--- src/rtl/fault_guard_pkg.sv ---
package fault_guard_pkg;

  localparam int StateWidth = 8;

  // All legal codes have weight four; pairwise distance is at least four.
  localparam logic [StateWidth-1:0] StIdle  = 8'h0F;
  localparam logic [StateWidth-1:0] StWait  = 8'h33;
  localparam logic [StateWidth-1:0] StRun   = 8'hC3;
  localparam logic [StateWidth-1:0] StDone  = 8'h55;
  localparam logic [StateWidth-1:0] StError = 8'hAA;

  localparam int LegalWeight = 4;

  // Strobes from the control into the counter datapath.
  typedef struct packed {
    logic loadWait;
    logic loadRun;
    logic step;
  } ctrlStrobes_t;

endpackage

--- src/rtl/fault_guard_counter.sv ---
module fault_guard_counter #(
  parameter int CntWidth  = 8,
  parameter int RunCycles = 3
) (
  input  logic                          clk,
  input  logic                          rstN,
  input  fault_guard_pkg::ctrlStrobes_t strobes,
  input  logic [CntWidth-1:0]           delayCycles,
  output logic                          atTerm
);

  // Terminal value alternates ones and zeros: never all-0 nor all-1.
  function automatic logic [CntWidth-1:0] termPattern();
    logic [CntWidth-1:0] t;
    for (int i = 0; i < CntWidth; i++) t[i] = i[0];
    return t;
  endfunction

  localparam logic [CntWidth-1:0] TermValue = termPattern();
  localparam logic [CntWidth-1:0] RunSpan   = CntWidth'(RunCycles - 1);

  logic [CntWidth-1:0] cntQ;

  always_ff @(posedge clk or negedge rstN) begin
    if (!rstN) begin
      cntQ <= '0;
    end else if (strobes.loadWait) begin
      cntQ <= TermValue - delayCycles;
    end else if (strobes.loadRun) begin
      cntQ <= TermValue - RunSpan;
    end else if (strobes.step) begin
      cntQ <= cntQ + 1'b1;
    end
  end

  assign atTerm = (cntQ == TermValue);

endmodule

--- src/rtl/fault_guard_ctrl.sv ---
module fault_guard_ctrl
  import fault_guard_pkg::*;
(
  input  logic                  clk,
  input  logic                  rstN,
  input  logic                  start,
  input  logic                  abort,
  input  logic                  atTerm,
  output ctrlStrobes_t          strobes,
  output logic                  opEnable,
  output logic                  done,
  output logic                  alert,
  output logic [StateWidth-1:0] stateCode
);

  logic [StateWidth-1:0] stateQ, stateD;
  logic weightOk, memberOk, legal;

  always_comb begin
    weightOk = ($countones(stateQ) == LegalWeight);
    memberOk = (stateQ == StIdle) || (stateQ == StWait) || (stateQ == StRun) ||
               (stateQ == StDone) || (stateQ == StError);
    legal    = weightOk && memberOk;
  end

  always_comb begin
    stateD  = StError;
    strobes = '0;
    if (legal) begin
      unique case (stateQ)
        StIdle: begin
          stateD = StIdle;
          if (start && !abort) begin
            stateD           = StWait;
            strobes.loadWait = 1'b1;
          end
        end
        StWait: begin
          if (abort) begin
            stateD = StIdle;
          end else if (atTerm) begin
            stateD          = StRun;
            strobes.loadRun = 1'b1;
          end else begin
            stateD       = StWait;
            strobes.step = 1'b1;
          end
        end
        StRun: begin
          if (abort) begin
            stateD = StIdle;
          end else if (atTerm) begin
            stateD = StDone;
          end else begin
            stateD       = StRun;
            strobes.step = 1'b1;
          end
        end
        StDone:  stateD = StIdle;
        default: stateD = StError;
      endcase
    end
  end

  always_ff @(posedge clk or negedge rstN) begin
    if (!rstN) stateQ <= StIdle;
    else       stateQ <= stateD;
  end

  // Outputs decode exact codes only, so an illegal code clears them.
  assign opEnable  = legal && (stateQ == StRun);
  assign done      = legal && (stateQ == StDone);
  assign alert     = !legal || (stateQ == StError);
  assign stateCode = stateQ;

endmodule

--- src/rtl/fault_guard_seq.sv ---
module fault_guard_seq #(
  parameter int RunCycles = 3
) (
  input  logic       clk,
  input  logic       rstN,
  input  logic       start,
  input  logic       abort,
  input  logic [7:0] delayCycles,
  output logic       opEnable,
  output logic       done,
  output logic       alert,
  output logic [7:0] stateCode
);

  fault_guard_pkg::ctrlStrobes_t strobes;
  logic atTerm;

  fault_guard_ctrl u_ctrl (
    .clk       (clk),
    .rstN      (rstN),
    .start     (start),
    .abort     (abort),
    .atTerm    (atTerm),
    .strobes   (strobes),
    .opEnable  (opEnable),
    .done      (done),
    .alert     (alert),
    .stateCode (stateCode)
  );

  fault_guard_counter #(
    .CntWidth  (8),
    .RunCycles (RunCycles)
  ) u_counter (
    .clk         (clk),
    .rstN        (rstN),
    .strobes     (strobes),
    .delayCycles (delayCycles),
    .atTerm      (atTerm)
  );

endmodule

--- config.mk ---
export PLATFORM = sky130hd
export DESIGN_NAME = fault_guard_seq
export DESIGN_NICKNAME = d
export VERILOG_FILES = /design/src/rtl/fault_guard_pkg.sv /design/src/rtl/fault_guard_counter.sv /design/src/rtl/fault_guard_ctrl.sv /design/src/rtl/fault_guard_seq.sv
export SDC_FILE = /design/constraint.sdc
export NUM_CORES = 1
export LEC_CHECK = 0
export ABC_AREA = 1
export BUFFER_PORTS_ARGS = -buffer_cell sky130_fd_sc_hd__clkbuf_2
export CAP_MARGIN = 20
export CORE_ASPECT_RATIO = 0.75
export CORE_UTILIZATION = 28
export CTS_BUF_LIST = sky130_fd_sc_hd__clkbuf_8
export DETAILED_ROUTE_END_ITERATION = 8
export PLACE_DENSITY = 0.53
export SYNTH_ARGS = -nofsm -noshare
export SYNTH_HDL_FRONTEND = slang
export SYNTH_SLANG_ARGS = --single-unit
--- constraint.sdc ---
create_clock -name clk -period 4.65 [get_ports clk]
set_clock_uncertainty 0.1 [all_clocks]
set_input_delay 0.6975 -clock clk [delete_from_list [all_inputs] [get_ports clk]]
set_output_delay 0.6975 -clock clk [all_outputs]
set_load 0.02 [all_outputs]
==> results.md <==
- Power density cells: 137 nW/µm²
- Final nets: 298
- Chip height: 69.6 µm
- Reg area: 405 µm²
- # DRC: 0
- Final Wtd Congestion: 0.842
- Crit path setup slack, layout: 0.201 ns
- DRT Wirelength: 3860 µm
- H-tree Lvls: 1
- Initial Util: 0.291
- Cell row count: 24
- Syn Area/Cell: 7.26 µm²
- Post-synthesis mux area share: 0
- Root Buffer Master: clkbuf_8
- Post-synth ARST share: 1.00
- Maxcap violations: 0
- Area contributors post-synth: nand2_1 (18%), dfrtp_1 (18%), ha_1 (15%), inv_1 (7.0%), dfstp_2 (6.2%)
- Outcome: finished, final reports clean
- Largest net degree at the start of global routing: 17
- Post-synthesis simple-gate area fraction: 0.380
- TritonCTS clock tree: yes
- Max Fclk: 225 MHz
- Critical Path Source Type: register
- Post-Place Worst Slack: 0.323 ns
- Ys flop type: dfrtp_1
- Synthesized area: 1710 µm²
- Global Route Usage Sum: 0.133
- Top-area cell type share of the netlist area: 0.180
- Initial antenna violation count: 0
- Io pins: 23
- Port Buffers: 22
- Fill cell count: 634
- Worst-path cell chain: ha_1 > fa_1 > inv_1 > fa_1 > inv_1 > ha_1 > inv_1 > fa_1 > inv_1 > nand2_1 > nor3_4 > nand2_2 > inv_4 > nand2_1 > clkbuf_2
- Yosys warning count: 0
- Area growth syn-to-layout: 14.7%
- Synth Area in Adders: 0.201
- Routed via count: 1414
- Largest family of logic cells by synthesized area: simple AND/OR/NAND/NOR gates
- Clk slew on worst S/H paths: 0.07 ns
- Crit path required time: 3.85 ns
- CP bufs+invs: 6
- Type of the worst setup path: register to primary output
- Yosys reg bits: 16
- Arrival time worst endpoint: 3.65 ns
- Maximum VDD drop: 0.0000566 V
- P_leak: 1.04 nW
- Avg WL per Cell: 11.4 µm
- Post-route ant nets: 0
- Final Cell Area: 1960 µm²
- Post-synth EDFFs: 0
- Antenna Diode Count: 0
- CP peak stage delay: 0.54 ns
- TritonRoute pass-1 iters: 4
- Fin. Hold Viols: 0
- Crit Path Max Fanout: 6
- Sequential area share after synthesis: 0.238
- Delay-heaviest family, CP: adder cells
- GR Overflow Total: 0
- Pins over their slew limit: 0
- Worst slew pin tran: 0.427 ns
- Worst path slowest cell: fa_1
- Post-layout min period: 4.45 ns
- Setup Viol. Count Final: 0
- Leading area contributor after synthesis: nand2_1
- Footprint of the multi-input gates: 1130 µm²
- Core area: 5860 µm²
- Die W: 92.1 µm
- Worst hold path type: primary input to asynchronous set/reset pin
- Post-Synth XOR/XNOR Area: 0.0360
- Clk buf depth: 2
- Final core occ: 0.334
- Final Power: 0.267 mW
- Vias/cell: 4.18
- Headroom to the max-slew limit: 0.715
- Post-DP HPWL: 3100 µm
- DR iter-0 viols: 89
- CTS buffer count: 3
- Crit share post-route: 0.957
- Cell mode on critical path: inv_1
- Setup_tns: 0 ns
- Synthesized Nets: 272
- Share of cells above drive strength 1: 0.246
- CP endpoint kind: primary output
- Post-Syn Instances: 235
- Synth Area in Compound Gates: 0.0352
- Post-DP Area: 1880 µm²
- Die ar.: 6410 µm²
- Vias in the first global route: 1341
- Clock sinks: 16
- First-pass GRT wire length: 6530 µm
- Clock Latency Late Sink: 0.25 ns
- Synth top cells by count: nand2_1 (82), inv_1 (32), ha_1 (21), nand3_1 (17), nor2_1 (13)
- Top-count cell post-synth: nand2_1
- Yosys cell types: 27
[cell families (layout without fill, tap and decap cells)]
kind of cell / count (synthesis) / count (layout)
AOI/OAI and AO/OA: 8 / 8
xor gates and xnor gates: 7 / 7
adders and majority gates: 25 / 25
buffers and inverters: 44 / 69
DFF: 16 / 16
and+or+nand+nor: 135 / 135
[power by group]
group	internal [mW]	leakage (nW)	switching, mW	total (mW)
sequential	0.139	0.199	0	0.139
combinational	0.00800	0.816	0.0123	0.0203
clock	0.0586	0.0269	0.0492	0.108
[path summary, 6_finish.rpt]
| kind | end | startpoint | depth (start not counted) | slack, ns |
|---|---|---|---|---|
| setup / recovery | alert | u_ctrl.stateCode[4] | 15 | 0.20 |
| hold / removal | u_counter.cntQ[3] | rstN | 1 | 0.27 |
| setup reg to reg | u_counter.cntQ[4] | u_ctrl.stateCode[4] | 17 | 0.83 |
| hold reg to reg | u_counter.cntQ[7] | u_counter.cntQ[7] | 2 | 0.44 |
| max in group asynchronous | u_ctrl.stateCode[1] | rstN | 1 | 3.85 |
| min in group clk | u_counter.cntQ[7] | u_counter.cntQ[7] | 2 | 0.44 |
[layer usage]
layer  track usage  up-vias  part of all wire
met5             0        -                 0
met4        0.0260        0            0.0049
met3        0.0351        2             0.057
met2         0.185       32              0.40
met1         0.205      619              0.54
li1              -      761                 -
[layout make-up]
type,count,area share
multi-input cells,175,0.576
flip-flops and latches,16,0.207
inverters,41,0.0800
repair buffers,24,0.0640
well taps,78,0.0499
clock buffers,3,0.0211
clock inverters,1,0.00192
[stage by stage]
step | hold WS, ns | instances
floorplan | 0.302 | 235
global placement | 0.424 | 332
detailed placement | 0.421 | 332
CTS | 0.275 | 336
global route | 0.285 | 338
finish | 0.269 | 338
[sequential cells by signal, indices dropped and copies added (netlist names)]
register and count:
u_counter.cntQ 8, u_ctrl.stateCode 8
[worst register-to-register path, stage by stage, from the launching register on]
cell and delay (ns):
dfrtp_1 0.42, ha_1 0.27, fa_1 0.54, inv_1 0.06, fa_1 0.53, inv_1 0.04
ha_1 0.19, inv_1 0.07, fa_1 0.40, inv_1 0.07, nand2_1 0.08, nor3_4 0.30
nand3_4 0.24, inv_2 0.19, nand2_1 0.08, nand2_1 0.07, nand2_1 0.05, nand2_1 0.05
[cells in the final DEF, fill, tap and decap left out, types with 2 or more instances in the layout]
| cell | instances |
|---|---|
| nand2_1 | 80 |
| inv_1 | 32 |
| clkbuf_2 | 22 |
| ha_1 | 21 |
| nand3_1 | 17 |
| nor2_1 | 13 |
| dfrtp_1 | 12 |
| inv_2 | 8 |
| nand2_2 | 7 |
| nor2_4 | 6 |
| xor2_1 | 6 |
| dfstp_2 | 4 |
| nand4_1 | 3 |
| fa_1 | 3 |
| clkbuf_8 | 3 |
| a21oi_1 | 2 |
| nor2_2 | 2 |
| o21ai_0 | 2 |
| o211ai_1 | 2 |
| nand3_4 | 2 |
| or2_2 | 2 |
| buf_4 | 2 |
[repair_timing]
action                     in CTS  in global routing
setup buffers                   0                  2
hold buffers                    0                  0
resized for setup               0                  6
setup endpoints to repair       0                  3
(Power assumes the default switching activity.)
